--- config.mk ---
export PLATFORM = sky130hd
export DESIGN_NAME = stream_rx_demux
export DESIGN_NICKNAME = d
export VERILOG_FILES = /design/src/rtl/stream_rx_demux.sv
export SDC_FILE = /design/constraint.sdc
export NUM_CORES = 1
export LEC_CHECK = 0
export ABC_AREA = 1
export BUFFER_PORTS_ARGS = -buffer_cell sky130_fd_sc_hd__buf_2
export CORE_ASPECT_RATIO = 0.8
export CORE_MARGIN = 2
export CORE_UTILIZATION = 52
export CTS_CLUSTER_SIZE = 40
export DETAILED_ROUTE_END_ITERATION = 6
export PLACE_DENSITY = 0.8
export SYNTH_ARGS = -nofsm -noshare
export SYNTH_HDL_FRONTEND = slang
export SYNTH_SLANG_ARGS = --single-unit
export TNS_END_PERCENT = 50
--- constraint.sdc ---
create_clock -name clk -period 1.77 [get_ports clk]
set_input_delay 0.2655 -clock clk [delete_from_list [all_inputs] [get_ports clk]]
set_output_delay 0.2655 -clock clk [all_outputs]
set_load 0.02 [all_outputs]
--- src/rtl/stream_rx_demux.sv ---
module stream_rx_demux #(
  parameter int NCH   = 4,
  parameter int DW    = 32,
  parameter int DESTW = 3,
  parameter int CNTW  = 16
) (
  input  logic              clk,
  input  logic              rst_n,
  input  logic              s_valid,
  input  logic [DW-1:0]     s_data,
  input  logic [DESTW-1:0]  s_dest,
  input  logic              s_last,
  output logic              s_ready,
  input  logic [NCH-1:0]    ch_en,
  input  logic [NCH-1:0]    irq_clr,
  output logic [NCH-1:0]    m_valid,
  output logic [NCH*DW-1:0] m_data,
  output logic [NCH-1:0]    m_last,
  input  logic [NCH-1:0]    m_ready,
  output logic [NCH-1:0]    irq,
  output logic [NCH*CNTW-1:0] drop_cnt
);
  localparam logic [CNTW-1:0] CMAX = '1;

  assign s_ready = 1'b1;

  for (genvar c = 0; c < NCH; c++) begin : g_ch
    localparam logic [DESTW-1:0] ID = DESTW'(c);
    logic hit, room, drop, take;
    logic vld, lst, inpkt, skip, irq_q;
    logic [DW-1:0]   dat;
    logic [CNTW-1:0] cnt;

    assign hit  = s_valid && (s_dest == ID);
    assign room = !vld || m_ready[c];
    assign drop = (inpkt && skip) || !(ch_en[c] && room);
    assign take = hit && !drop;

    always_ff @(posedge clk) begin
      if (!rst_n) begin
        inpkt <= 1'b0;
        skip  <= 1'b0;
        cnt   <= '0;
      end else if (hit) begin
        inpkt <= !s_last;
        skip  <= !s_last && drop;
        if (drop && cnt != CMAX) cnt <= cnt + 1'b1;
      end
    end

    always_ff @(posedge clk) begin
      if (!rst_n) begin
        vld <= 1'b0;
        lst <= 1'b0;
        dat <= '0;
      end else if (take) begin
        vld <= 1'b1;
        lst <= s_last;
        dat <= s_data;
      end else if (m_ready[c]) begin
        vld <= 1'b0;
      end
    end

    always_ff @(posedge clk) begin
      if (!rst_n)              irq_q <= 1'b0;
      else if (take && s_last) irq_q <= 1'b1;
      else if (irq_clr[c])     irq_q <= 1'b0;
    end

    assign m_valid[c]             = vld;
    assign m_last[c]              = lst;
    assign m_data[c*DW +: DW]     = dat;
    assign irq[c]                 = irq_q;
    assign drop_cnt[c*CNTW +: CNTW] = cnt;
  end
endmodule

## After elaboration in Yosys (flattened, before gate mapping)

Index checks and enable logic that the tools add are counted.

- Add/sub/neg operators: 4
- Equal/unequal tests: 7
- Multiplexer cells: 16
- Reductions and logical operators: 62

Operators by type and width:

| operator | count |
|---|---|
| adder 16 x 1 -> 16 bit (second input constant) | 4 |
| != test 16 bit (second input constant) | 4 |
| logical AND 1 bit | 28 |
| two-way mux 1 bit | 16 |
| nonzero test 2 bit | 8 |
| logical NOT 1 bit | 13 |
| logical OR 1 bit | 8 |
| AND reduction 2 bit | 4 |
| equality test 3 x 2 -> 1 bit (second input constant) | 2 |
| equality test 3 x 1 -> 1 bit (second input constant) | 1 |
| logical NOT 3 bit | 1 |

- Bits in registers: 212
- Output and inout port bits: 205
- Word-level logic and storage cells: 117

## Logic depth before layout (Yosys ltp)

- Word-level depth: 9
- Gate-level depth with buffers: 11
- Depth with buffers taken out: 10

## Worst setup path after synthesis

OpenSTA, ideal clock, no wires.

- Kind: reg-to-reg
- Start point: register g_ch[1].cnt[0]
- End point: register g_ch[1].cnt[11]
- Arrival: 1.622 ns
- Required time: 1.655 ns
- Setup slack: 0.033 ns
- Cell stages (with the launch flop): 10
- Buffers on the path: 1
- Cell sequence: dfxtp_1 -> ha_1 -> nand2_1 -> nor2_1 -> nand2_1 -> nor2_1 -> nor2_1 -> clkbuf_1 -> a21oi_1 -> nor2_1

- Longest elaborated chain between the ends: 3

RTL lines:

| element | line | text |
|---|---|---|
| start: declaration | 32 | `logic [CNTW-1:0] cnt;` |
| start signal: assignment | 47 | `if (drop && cnt != CMAX) cnt <= cnt + 1'b1;` |
| branches (longest 3 deep; another with adder 16 x 1 -> 16 bit) | -- |  |

Several ways; the timed one is not identified.
A chain may end at the register's enable or synchronous reset.

## Final worst setup path

- Start point: register g_ch[0].cnt[1]
- End point: register g_ch[0].cnt[12]

- Longest elaborated chain between the ends: 3

RTL lines:

| element | line |
|---|---|
| start: declaration | 32 |
| start signal: assignment | 47 |
| branches (longest 3 deep; another with adder 16 x 1 -> 16 bit) | -- |

Several ways; the timed one is not identified.

==> run metrics <==
post-route ant nets=0; Core Region=16700 sq um; NumNets Final=1622; Critical Path End Type=flip-flop; Switching Share=23.1%; GR Layer Usage met3=5.84%; Synth area leader=dfxtp_1; Worst-Skew Late Latency=0.50 ns; share of the synthesized area in the top cell type=47.2%; GRT Resource Usage Total=27.5%; Leakage Power=5.70 nW; H-tree Lvls=1; full die area=18400 sq um; RSZ-0062 raised after global routing=yes; post-DR vias/cell=5.21; Place WS=-0.103 ns; P per Cell Area=914 nW/um^2; ranking of synthesized cells by area=dfxtp_1, nor2_1, nand2_1, o21ai_0, nand3_1; number of diodes=0; Non-Filler Instances=1801; CTS tree=yes; P_sw=2.39 mW; clock sink total=212; Setup-failing EPs final=0; Post-synth EDFFs=0; register area share after synthesis=47.2%; CP Class=flip-flop to flip-flop; root buffer cell=clkbuf_16; DRT Pass-1 Iters=5; cell with the most instances after synthesis=nor2_1; first-pass GRT wire length=41.3 mm; DRC=0; most used cell, CP=nor2_1; top post-synthesis cells by count=nor2_1, nand2_1, dfxtp_1, o21ai_0, inv_1; Yosys warnings=0; met1 GRT Util=37.6%; worst hold slack=0.0146 ns; initial antenna violation count=1; Tcrit/Tclk final=93.6%; vias in the first global route=8340; Period minus WS final=1.66 ns; Synth Instances=1327; met2 GRT Util=43.9%; die width=151 um; Via Count=9382; final hold viol count=0; Final HPWL DP=17.5 mm; clock buffer depth=3; commonest register cell after synthesis=dfxtp_1; Max-Cap Viols=0; type of origin of the critical path=flip-flop; fraction of registers with async set/reset=0%; num ports=256; placed cell count=1762; Layout area overhead=25.7%; Pins Over Slew Limit=0; final core utilization=67.6%; GPL Wtd Cong=0.960; Slew HR=43.6%; Worst path slowest cell=dfxtp_1; library cells used by synthesis=25; logic gate share of total power=6.3%; HP Class=primary input to flip-flop; Post-Syn Area=8990 sq um; share of cells above drive strength 1=22.3%; sequential power share=47.4%; GRT Max-Usage Layer=met2; Worst Path Arrival=2.04 ns; largest net degree at the start of global routing=102; Max stage delay on crit path=0.37 ns; internal power=7.94 mW; number of port buffers=254; Initial Utilization=53.8%; Setup WS post-layout=0.113 ns; Starting DRT DRC Count=684; status=completed; CP max FO=17; slew at the pin closest to its max-slew limit=0.845 ns; drt wl/cell=14.7 um; f_max=0.604 GHz; Worst-path clk slew=0.07 ns; Post-Synthesis Net Count=1382; CP required=2.15 ns; synthesized area per cell=6.77 sq um; overall power=10.3 mW; Clk pwr share=46.4%; total wire length=26.4 mm; clock skew=0.0110 ns; GRT overflow=0; cts bufs inserted=21; Die H=122 um; VDD IR max=0.729 mV; Post-CTS Setup Repair Bufs=0; row count=42; CP cell instances=ha_2, nand2_1, nor2_1, nand2_1, nor2_1, nor2_4, a21oi_1, nor2_1; Yosys reg bits=212
## area by class of cell
type,count,area [sq um]
Inverter,107,404
Clock buffer,25,571
Multi-Input combinational cell,943,4080
Clock inverter,12,169
Tap cell,220,275
Sequential cell,212,4250
Timing Repair Buffer,282,1550
Fill cell,1487,5420
## per-layer routing
metal  vias to the layer above  part of all wire, %
met3                        64                  9.1
li1                       4637                    -
met4                         0                  3.0
met1                      4249                   43
met2                       432                   44
met5                         -                    0
## path summary, 6_finish.rpt
kind	from	end	slack (ns)	depth (start not counted)
setup reg to reg	g_ch[0].cnt[1]$_SDFFE_PN0P_	g_ch[0].cnt[12]$_SDFFE_PN0P_	0.11	8
hold reg to reg	g_ch[1].inpkt$_SDFFE_PN0P_	g_ch[1].inpkt$_SDFFE_PN0P_	0.46	2
hold / removal	irq_clr[1]	g_ch[1].irq_q$_SDFFE_PN0P_	0.01	4
setup / recovery	g_ch[0].cnt[1]$_SDFFE_PN0P_	g_ch[0].cnt[12]$_SDFFE_PN0P_	0.11	8
## through the flow
step	area, sq um	setup TNS (ns)
after floorplan	8990	0
after global placement	10500	0
after detailed placement	10500	-0.613
after CTS	11200	0
after global routing	11300	-0.127
final	11300	0
## power by group through the flow
stage / combinational [mW] / sequential, mW / clock (mW)
2_1_floorplan: 0.267 / 5.08 / 0
3_5_place_dp: 0.633 / 4.99 / 0
4_1_cts: 0.639 / 4.89 / 4.86
5_1_grt: 0.706 / 4.89 / 5.03
3_3_place_gp: 0.624 / 4.99 / 0
6_report: 0.646 / 4.89 / 4.79
## flip-flops by register name, summed over array words and instances, names as in the netlist
name and count:
g_ch.cnt 64, g_ch.dat 128, g_ch.inpkt 4, g_ch.irq_q 4, g_ch.lst 4, g_ch.skip 4, g_ch.vld 4
## logic make-up (layout without fill, tap and decap cells)
| group | count (synthesis) | in the layout | share of synthesized area (%) |
|---|---|---|---|
| flops | 212 | 212 | 47.2 |
| buf+inv | 173 | 426 | 8.05 |
| other cells | 1 | 1 | 0.0417 |
| fa+ha+maj | 4 | 4 | 0.557 |
| simple gates | 750 | 751 | 33.7 |
| xor+xnor | 1 | 1 | 0.0975 |
| compound gates | 186 | 186 | 10.4 |
## repair_timing
action                                 in CTS  in global routing
hold buffers                                1                  0
pin swaps                                   0                  2
endpoints found under the hold margin       1                  0
setup endpoints to repair                  19                 45
gates cloned                                0                  1
resized for setup                           2                 17
## cell usage in the layout (no fill, tap or decap), types with 21 or more instances in the layout
cell type,synthesis,routed
buf_2,20,253
clkbuf_16,0,21
o21ai_0,118,117
inv_1,99,99
nand2_1,227,226
nand3_1,78,75
dfxtp_1,212,210
buf_4,13,23
nor2_1,405,402
a21oi_1,55,54
## critical path: cells and delay by family (launching register included)
family                   cells  cell delay, ns
flip-flops                   1            0.37
AND/OR/NAND/NOR              6            0.77
adder cells (fa/ha/maj)      1            0.22
AO/OA/AOI/OAI                1            0.17
Power figures use the tool's default switching activity.
